<file path="config.mk">
export PLATFORM = sky130hd
export DESIGN_NAME = pin_edge_irq
export DESIGN_NICKNAME = d
export VERILOG_FILES = /design/src/rtl/pin_irq_pkg.sv /design/src/rtl/pin_irq_sync.sv /design/src/rtl/pin_irq_flag.sv /design/src/rtl/pin_irq_regs.sv /design/src/rtl/pin_edge_irq.sv
export SDC_FILE = /design/constraint.sdc
export NUM_CORES = 1
export LEC_CHECK = 0
export ABC_AREA = 1
export CAP_MARGIN = 20
export CORE_MARGIN = 2
export CORE_UTILIZATION = 34
export CTS_CLUSTER_DIAMETER = 50
export DETAILED_ROUTE_END_ITERATION = 10
export GPL_TIMING_DRIVEN = 0
export MAX_ROUTING_LAYER = met4
export PLACE_DENSITY = 0.61
export REMOVE_ABC_BUFFERS = 1
export SETUP_SLACK_MARGIN = 0.15
export SLEW_MARGIN = 20
export SYNTH_ARGS = -nofsm -noshare
export SYNTH_HDL_FRONTEND = slang
export SYNTH_SLANG_ARGS = --single-unit
</file>
<file path="constraint.sdc">
create_clock -name clk -period 1.45 [get_ports clk]
set_clock_uncertainty 0.15 [all_clocks]
set_input_delay 0.29 -clock clk [delete_from_list [all_inputs] [get_ports clk]]
set_output_delay 0.29 -clock clk [all_outputs]
set_load 0.03 [all_outputs]
</file>
<file path="src/rtl/pin_irq_pkg.sv">
package pin_irq_pkg;

    // State of one pending flag
    typedef enum logic {
        FLG_IDLE = 1'b0,
        FLG_PEND = 1'b1
    } flag_state_t;

endpackage

</file>
<file path="src/rtl/pin_irq_sync.sv">
// Synchronizer chain plus polarity-selected edge detection, one lane per pin.
module pin_irq_sync #(
    parameter int PIN_N       = 7,
    parameter int SYNC_STAGES = 2
) (
    input  logic             clk,
    input  logic             rst_n,
    input  logic [PIN_N-1:0] pin_raw,
    input  logic [PIN_N-1:0] pol_rise,
    output logic [PIN_N-1:0] hit
);
    localparam int LAST = SYNC_STAGES - 1;

    logic [PIN_N-1:0] stage_q [SYNC_STAGES];
    logic [PIN_N-1:0] prev_q;
    logic [PIN_N-1:0] lvl;

    always_ff @(posedge clk or negedge rst_n) begin
        if (!rst_n) begin
            for (int k = 0; k < SYNC_STAGES; k++) begin
                stage_q[k] <= '0;
            end
            prev_q <= '0;
        end else begin
            stage_q[0] <= pin_raw;
            for (int k = 1; k < SYNC_STAGES; k++) begin
                stage_q[k] <= stage_q[k-1];
            end
            prev_q <= stage_q[LAST];
        end
    end

    assign lvl = stage_q[LAST];

    for (genvar i = 0; i < PIN_N; i++) begin : g_lane
        logic went_up;
        logic went_down;
        assign went_up   =  lvl[i] & ~prev_q[i];
        assign went_down = ~lvl[i] &  prev_q[i];
        assign hit[i]    = pol_rise[i] ? went_up : went_down;
    end

endmodule

</file>
<file path="src/rtl/pin_irq_flag.sv">
// One sticky pending flag, kept as a two-state machine.
module pin_irq_flag
    import pin_irq_pkg::*;
(
    input  logic clk,
    input  logic rst_n,
    input  logic set_i,
    input  logic clr_i,
    output logic pend_o
);
    flag_state_t state_q;
    flag_state_t state_d;

    always_ff @(posedge clk or negedge rst_n) begin
        if (!rst_n) begin
            state_q <= FLG_IDLE;
        end else begin
            state_q <= state_d;
        end
    end

    always_comb begin
        state_d = state_q;
        unique case (state_q)
            FLG_IDLE: begin
                if (set_i) state_d = FLG_PEND;                 // SET
            end
            FLG_PEND: begin
                if (clr_i && !set_i) state_d = FLG_IDLE;       // CLEAR, else HOLD
            end
            default: state_d = FLG_IDLE;
        endcase
    end

    assign pend_o = (state_q == FLG_PEND);

endmodule

</file>
<file path="src/rtl/pin_irq_regs.sv">
// Polarity and enable registers, flag clear decode and read multiplexer.
module pin_irq_regs #(
    parameter int         PIN_N   = 7,
    parameter int         DATA_W  = 8,
    parameter int         ADDR_W  = 8,
    parameter logic [7:0] OFS_POL = 8'h1D,
    parameter logic [7:0] OFS_EN  = 8'h1E,
    parameter logic [7:0] OFS_FLG = 8'h1F
) (
    input  logic              clk,
    input  logic              rst_n,
    input  logic [ADDR_W-1:0] addr,
    input  logic              we,
    input  logic [DATA_W-1:0] wdata,
    output logic [DATA_W-1:0] rdata,
    input  logic [PIN_N-1:0]  flags,
    output logic [PIN_N-1:0]  pol_q,
    output logic [PIN_N-1:0]  en_q,
    output logic [PIN_N-1:0]  clr
);
    localparam int PAD_W = DATA_W - PIN_N;

    logic sel_pol, sel_en, sel_flg;
    logic unused_hi;

    assign sel_pol = (addr == ADDR_W'(OFS_POL));
    assign sel_en  = (addr == ADDR_W'(OFS_EN));
    assign sel_flg = (addr == ADDR_W'(OFS_FLG));

    assign unused_hi = ^wdata[DATA_W-1:PIN_N];

    always_ff @(posedge clk or negedge rst_n) begin
        if (!rst_n) begin
            pol_q <= '0;
            en_q  <= '0;
        end else if (we) begin
            if (sel_pol) pol_q <= wdata[PIN_N-1:0];
            if (sel_en)  en_q  <= wdata[PIN_N-1:0];
        end
    end

    assign clr = (we && sel_flg) ? wdata[PIN_N-1:0] : '0;

    always_comb begin
        rdata = '0;
        if (sel_pol)      rdata = {{PAD_W{1'b0}}, pol_q};
        else if (sel_en)  rdata = {{PAD_W{1'b0}}, en_q};
        else if (sel_flg) rdata = {{PAD_W{1'b0}}, flags};
    end

endmodule

</file>
<file path="src/rtl/pin_edge_irq.sv">
module pin_edge_irq #(
    parameter int         PIN_N       = 7,
    parameter int         DATA_W      = 8,
    parameter int         ADDR_W      = 8,
    parameter int         SYNC_STAGES = 2,
    parameter logic [7:0] OFS_POL     = 8'h1D,
    parameter logic [7:0] OFS_EN      = 8'h1E,
    parameter logic [7:0] OFS_FLG     = 8'h1F
) (
    input  logic              clk,
    input  logic              rst_n,
    input  logic [ADDR_W-1:0] bus_addr,
    input  logic              bus_we,
    input  logic [DATA_W-1:0] bus_wdata,
    output logic [DATA_W-1:0] bus_rdata,
    input  logic [PIN_N-1:0]  pin_in,
    output logic              irq_o
);
    logic [PIN_N-1:0] pol_vec;
    logic [PIN_N-1:0] en_vec;
    logic [PIN_N-1:0] clr_vec;
    logic [PIN_N-1:0] hit_vec;
    logic [PIN_N-1:0] flag_vec;

    pin_irq_regs #(
        .PIN_N(PIN_N), .DATA_W(DATA_W), .ADDR_W(ADDR_W),
        .OFS_POL(OFS_POL), .OFS_EN(OFS_EN), .OFS_FLG(OFS_FLG)
    ) u_regs (
        .clk(clk), .rst_n(rst_n),
        .addr(bus_addr), .we(bus_we), .wdata(bus_wdata), .rdata(bus_rdata),
        .flags(flag_vec), .pol_q(pol_vec), .en_q(en_vec), .clr(clr_vec)
    );

    pin_irq_sync #(.PIN_N(PIN_N), .SYNC_STAGES(SYNC_STAGES)) u_sync (
        .clk(clk), .rst_n(rst_n),
        .pin_raw(pin_in), .pol_rise(pol_vec), .hit(hit_vec)
    );

    for (genvar i = 0; i < PIN_N; i++) begin : g_flag
        pin_irq_flag u_flag (
            .clk(clk), .rst_n(rst_n),
            .set_i(hit_vec[i]), .clr_i(clr_vec[i]), .pend_o(flag_vec[i])
        );
    end

    assign irq_o = |(flag_vec & en_vec);

endmodule

</file>
# == Word-level counts from Yosys, hierarchy flattened ==
# Cells that the tools add are included.
# word_totals
out_inout_bits,9
wordCells,101
register_bits,42
input_bits,26
# op_classes
n_eq_ne,3
n_bitwise,36
muxes,32
n_reduce_logical,18
# op_table
operator,n
"8-bit by 5-bit equality test with 1-bit output, second input constant",3
1-bit 2-to-1 mux,21
1-bit inverter,21
8-bit 2-to-1 mux,2
1-bit AND,14
7-bit 2-to-1 mux,2
1-bit one-hot mux with 2 select lines,7
1-bit logical AND,8
7-bit AND,1
1-bit zero test,7
7-bit OR reduction,1
2-bit AND reduction,2

# == Depth between registers and ports, before layout ==
# depth
word_depth,7
depth_mapped,7

# == Cells and area by module ==
# Synthesis repeated with hierarchy kept, for this count alone.
# unflattened
hier_cells,225
area_unflattened_um2,1923.1
# by_module_without_submodules
module,cells_each,n_inst,seq_area_each_um2,area_per_inst_um2
pin_irq_regs,113,1,350.3,889.6
pin_irq_sync,63,1,525.5,700.7
pin_irq_flag,5,7,25.0,40.0
pin_edge_irq,14,1,0.0,52.6

# == Worst setup path after synthesis ==
# No wires, ideal clock.
# synth_path
kind,input port to output port
from,input port bus_addr[5]
to,output port bus_rdata[0]
stages,6
required_time_ns,1.010
arrival_time_ns,1.126
slack_ns,-0.116
cell_sequence,inv_1 -> nand2_1 -> nor2_4 -> buf_4 -> nand3_1 -> nand3_1
# synth_between
elab_chain_len,4
elab_cells_between_ends,6
classes_between,eq/ne: 3; mux: 3
# synth_lines
element,line_no,text
start: declaration,pin_edge_irq.sv:12,"input logic [ADDR_W-1:0] bus_addr,"
8-bit by 5-bit equality test with 1-bit output,pin_irq_regs.sv:28,assign sel_flg = (addr == ADDR_W'(OFS_FLG));
7-bit 2-to-1 mux,pin_irq_regs.sv:48,"else if (sel_flg) rdata = {{PAD_W{1'b0}}, flags};"
8-bit 2-to-1 mux,pin_irq_regs.sv:47,"else if (sel_en) rdata = {{PAD_W{1'b0}}, en_q};"
8-bit 2-to-1 mux (*),pin_irq_regs.sv:46,"if (sel_pol) rdata = {{PAD_W{1'b0}}, pol_q};"
end: declaration,pin_edge_irq.sv:15,"output logic [DATA_W-1:0] bus_rdata,"
# Every way passes the cells marked *; elsewhere a longest branch is shown, timed or not.

# == Final worst setup path ==
# layout_path
from,register g_flag[0].u_flag.state_q
to,output port irq_o
# layout_between
elab_chain_len,2
# layout_lines
element,line_no,text
start: declaration,pin_irq_flag.sv:11,flag_state_t state_q;
start signal: assignment,pin_irq_flag.sv:18,state_q <= state_d;
7-bit AND,pin_edge_irq.sv:46,assign irq_o = |(flag_vec & en_vec);
7-bit OR reduction,pin_edge_irq.sv:46,
end: declaration,pin_edge_irq.sv:17,output logic irq_o
# No other way between the ends.

==> metrics.txt <==
# TYPE chip_impl_metric gauge
chip_impl_metric{name="final.period_utilization",unit="%"} 114
chip_impl_metric{name="timing.hold.ws",unit="ns"} 0.199
chip_impl_metric{name="timing_max_transition_violations_final",unit=""} 0
chip_impl_metric{name="worst_slack",unit="ns"} -0.199
chip_impl_metric{name="grt.met1_usage",unit="%"} 21.3
chip_impl_metric{name="clkLatencyLatePin",unit="ns"} 0.29
chip_impl_metric{name="vdd.ir_drop.worst",unit="mV"} 0.517
chip_impl_metric{name="overall_global_routing_resource_usage",unit="%"} 16.7
chip_impl_metric{name="gp_routability_congestion",unit=""} 0.775
chip_impl_metric{name="ctsHtreeMaxLevel",unit=""} 2
chip_impl_metric{name="std_cell_rows",unit=""} 27
chip_impl_metric{name="numCtsBuffers",unit=""} 5
chip_impl_metric{name="post_synth_inst_count",unit=""} 220
chip_impl_metric{name="grt_antenna_before_repair",unit=""} 0
chip_impl_metric{name="die_h",unit="µm"} 79.1
chip_impl_info{name="critPathLaunchType",value="flip-flop"} 1
chip_impl_metric{name="initial_utilization",unit="%"} 35.0
chip_impl_info{name="timing.setup.critical_path_class",value="flip-flop to output port"} 1
chip_impl_metric{name="dr_total_vias",unit=""} 1590
chip_impl_metric{name="setup-violations-final",unit=""} 8
chip_impl_metric{name="nets",unit=""} 300
chip_impl_metric{name="ys.warnings.count",unit=""} 0
chip_impl_info{name="hold_path.class",value="flip-flop to flip-flop"} 1
chip_impl_info{name="status",value="finished, violations left"} 1
chip_impl_metric{name="groute.layer.met3.usage",unit="%"} 3.86
chip_impl_metric{name="num_io_pins",unit=""} 35
chip_impl_metric{name="synth_seq_area_share",unit="%"} 54.8
chip_impl_info{name="crit_end_category",value="output port"} 1
chip_impl_metric{name="wl_per_cell",unit="µm"} 12.7
chip_impl_metric{name="crit_path_max_fanout",unit=""} 3
chip_impl_metric{name="avgSynthCellArea",unit="µm²"} 8.72
chip_impl_info{name="regToRegStartpoint",value="u_regs.pol_q[2]"} 1
chip_impl_metric{name="port_buffers",unit=""} 32
chip_impl_metric{name="power.leakage",unit="nW"} 1.32
chip_impl_metric{name="synth_cell_types",unit=""} 15
chip_impl_metric{name="finalCriticalPeriod",unit="ns"} 1.65
chip_impl_metric{name="grt_start_max_net_pins",unit=""} 24
chip_impl_metric{name="detailed_place_hpwl",unit="mm"} 2.70
chip_impl_metric{name="final-hold-violation-count",unit=""} 0
chip_impl_metric{name="grt_pass1_vias",unit=""} 1518
chip_impl_metric{name="antenna_violating_nets_post_route",unit=""} 0
chip_impl_metric{name="syn_to_final_growth",unit="%"} 42.1
chip_impl_metric{name="placedInstanceArea",unit="mm²"} 0.00231
chip_impl_metric{name="cts.reportedPaths.clkPinSlew",unit="ns"} 0.07
chip_impl_info{name="worst_hold_startpoint",value="u_sync.stage_q[13]"} 1
chip_impl_metric{name="design.core.area",unit="mm²"} 0.00547
chip_impl_metric{name="pre_cts_ws",unit="ns"} -1.30
chip_impl_info{name="clock_tree.root_cell",value="sky130_fd_sc_hd__clkbuf_8"} 1
chip_impl_metric{name="fmax",unit="MHz"} 606
chip_impl_metric{name="power.density_cell_area",unit="mW/mm²"} 831
chip_impl_info{name="grt-busiest-layer",value="met2"} 1
chip_impl_metric{name="first_pass_iters",unit=""} 4
chip_impl_metric{name="final_total_power",unit="mW"} 2.27
chip_impl_metric{name="ctsLongestPathBuffers",unit=""} 2
chip_impl_metric{name="chipWidth",unit="µm"} 79.1
chip_impl_metric{name="drc_errors",unit=""} 0
chip_impl_metric{name="grt.overflow.total",unit=""} 0
chip_impl_metric{name="detailedRoute.firstIterationViolations",unit=""} 117
chip_impl_metric{name="tightest_slew",unit="ns"} 0.555
chip_impl_metric{name="worst_slew_margin_rel",unit="%"} 63.0
chip_impl_metric{name="tritoncts_num_sinks",unit=""} 42
chip_impl_metric{name="synth_area",unit="mm²"} 0.00192
chip_impl_info{name="violated_checks",value="negative setup slack"} 1
chip_impl_info{name="cts_tree",value="yes"} 1
chip_impl_metric{name="cp.arrival",unit="ns"} 1.21
chip_impl_info{name="timing.critical_path.from",value="g_flag[0].u_flag.pend_o"} 1
chip_impl_metric{name="wirelength",unit="mm"} 4.40
chip_impl_metric{name="grt_pass1_wl",unit="mm"} 7.63
chip_impl_metric{name="fin_area",unit="mm²"} 0.00273
chip_impl_metric{name="met2_grt_util",unit="%"} 25.5
chip_impl_info{name="rsz0062_at_grt",value="true"} 1
chip_impl_metric{name="n_antenna_cell",unit=""} 0
chip_impl_metric{name="critPathRequiredTime",unit="ns"} 1.01
chip_impl_metric{name="yosys_register_bits",unit=""} 42
chip_impl_metric{name="die-area",unit="mm²"} 0.00626
chip_impl_metric{name="layout-drive-gt1-share",unit="%"} 35.4
chip_impl_metric{name="vias_per_cell",unit=""} 4.60
chip_impl_metric{name="timing.max_cap.violations",unit=""} 0
==> cells by family after synthesis <==
kind of cell,share of synthesized area [%]
buffers and inverters,8.48
flip-flops,54.8
other,0.196
AO/OA/AOI/OAI,8.22
AND/OR/NAND/NOR,28.3
==> final timing paths <==
| kind | slack (ns) | cells past startpoint | to |
|---|---|---|---|
| max in group asynchronous | 0.30 | 3 | u_regs.en_q[6] |
| min in group asynchronous | 0.36 | 2 | u_sync.stage_q[7] |
| min reg2reg | 0.20 | 0 | u_sync.lvl[6] |
| min | 0.20 | 0 | u_sync.lvl[6] |
| max reg2reg | 0.46 | 5 | g_flag[2].u_flag.pend_o |
| max | -0.20 | 5 | irq_o |
==> registers in the layout, summed over array words and instances (netlist names) <==
register,flops
u_sync.lvl,7
g_flag.u_flag.pend_o,7
u_regs.pol_q,7
u_sync.stage_q,7
u_regs.en_q,7
u_sync.prev_q,7
==> layer usage <==
metal	vias up	share of wire, %
li1	797	-
met2	43	51
met1	744	41
met5	-	0
met4	0	1.7
met3	6	5.9
==> power breakdown <==
part	total (mW)	switching [mW]	internal [mW]
Sequential	1.25	0.0290	1.22
Combinational	0.306	0.164	0.142
Clock	0.712	0.380	0.332
Total	2.27	0.573	1.69
==> cells in the mapped netlist <==
cell	instances	area [µm²]
sky130_fd_sc_hd__nor2_4	3	33.8
sky130_fd_sc_hd__nor2_1	18	67.6
sky130_fd_sc_hd__nand3_1	15	75.1
sky130_fd_sc_hd__nand4_1	10	62.6
sky130_fd_sc_hd__nand2_2	1	6.26
sky130_fd_sc_hd__buf_2	1	5.00
sky130_fd_sc_hd__conb_1	1	3.75
sky130_fd_sc_hd__inv_1	32	120
sky130_fd_sc_hd__nand2_1	70	263
sky130_fd_sc_hd__o21ai_0	7	35.0
sky130_fd_sc_hd__nand3_4	2	35.0
sky130_fd_sc_hd__buf_4	2	15.0
sky130_fd_sc_hd__buf_6	2	22.5
sky130_fd_sc_hd__o21ai_2	14	123
sky130_fd_sc_hd__dfrtp_1	42	1050
==> worst max-delay path: stages (launching register included) <==
cell                      delay [ns]
sky130_fd_sc_hd__dfrtp_1        0.40
sky130_fd_sc_hd__nand2_1        0.07
sky130_fd_sc_hd__nand2_1        0.06
sky130_fd_sc_hd__nor2_2         0.11
sky130_fd_sc_hd__nand4_1        0.11
sky130_fd_sc_hd__buf_6          0.16
==> repair_timing <==
action / 4_1_cts / 5_1_grt
resized for setup: 130 / 15
hold buffers: 1 / 0
setup endpoints to repair: 29 / 10
endpoints found under the hold margin: 22 / 0
cloned: 2 / 0
pin swaps: 27 / 15
buffers inserted: 9 / 7
==> placed cells by master (no fill, tap or decap), drive strengths merged <==
cell type,instances
conb,1
clkbuf,7
clkdlybuf4s15,1
nor2,21
nand4,10
inv,32
nand3,18
nand2,71
dfrtp,42
clkdlybuf4s50,14
buf,35
o21ai,21
dlygate4sd3,1
==> per-stage QoR <==
step                      utilization (%)  setup TNS (ns)  cells
after global routing                 49.8           -1.79    346
after CTS                            48.1           -1.17    339
after detailed placement             42.2          -21.35    320
after floorplan                         -          -0.500    215
after global placement               41.8          -70.91    319
final                                49.8           -1.34    346
==> cell type report <==
type | instances | area (µm²)
fillers | 544 | 2750
flip-flops and latches | 42 | 1050
multi-input cells | 142 | 862
repair buffers | 51 | 524
inverters | 32 | 123
well taps | 72 | 90.1
clock buffers | 7 | 76.3
No activity file was read; power rests on OpenSTA's default activity.
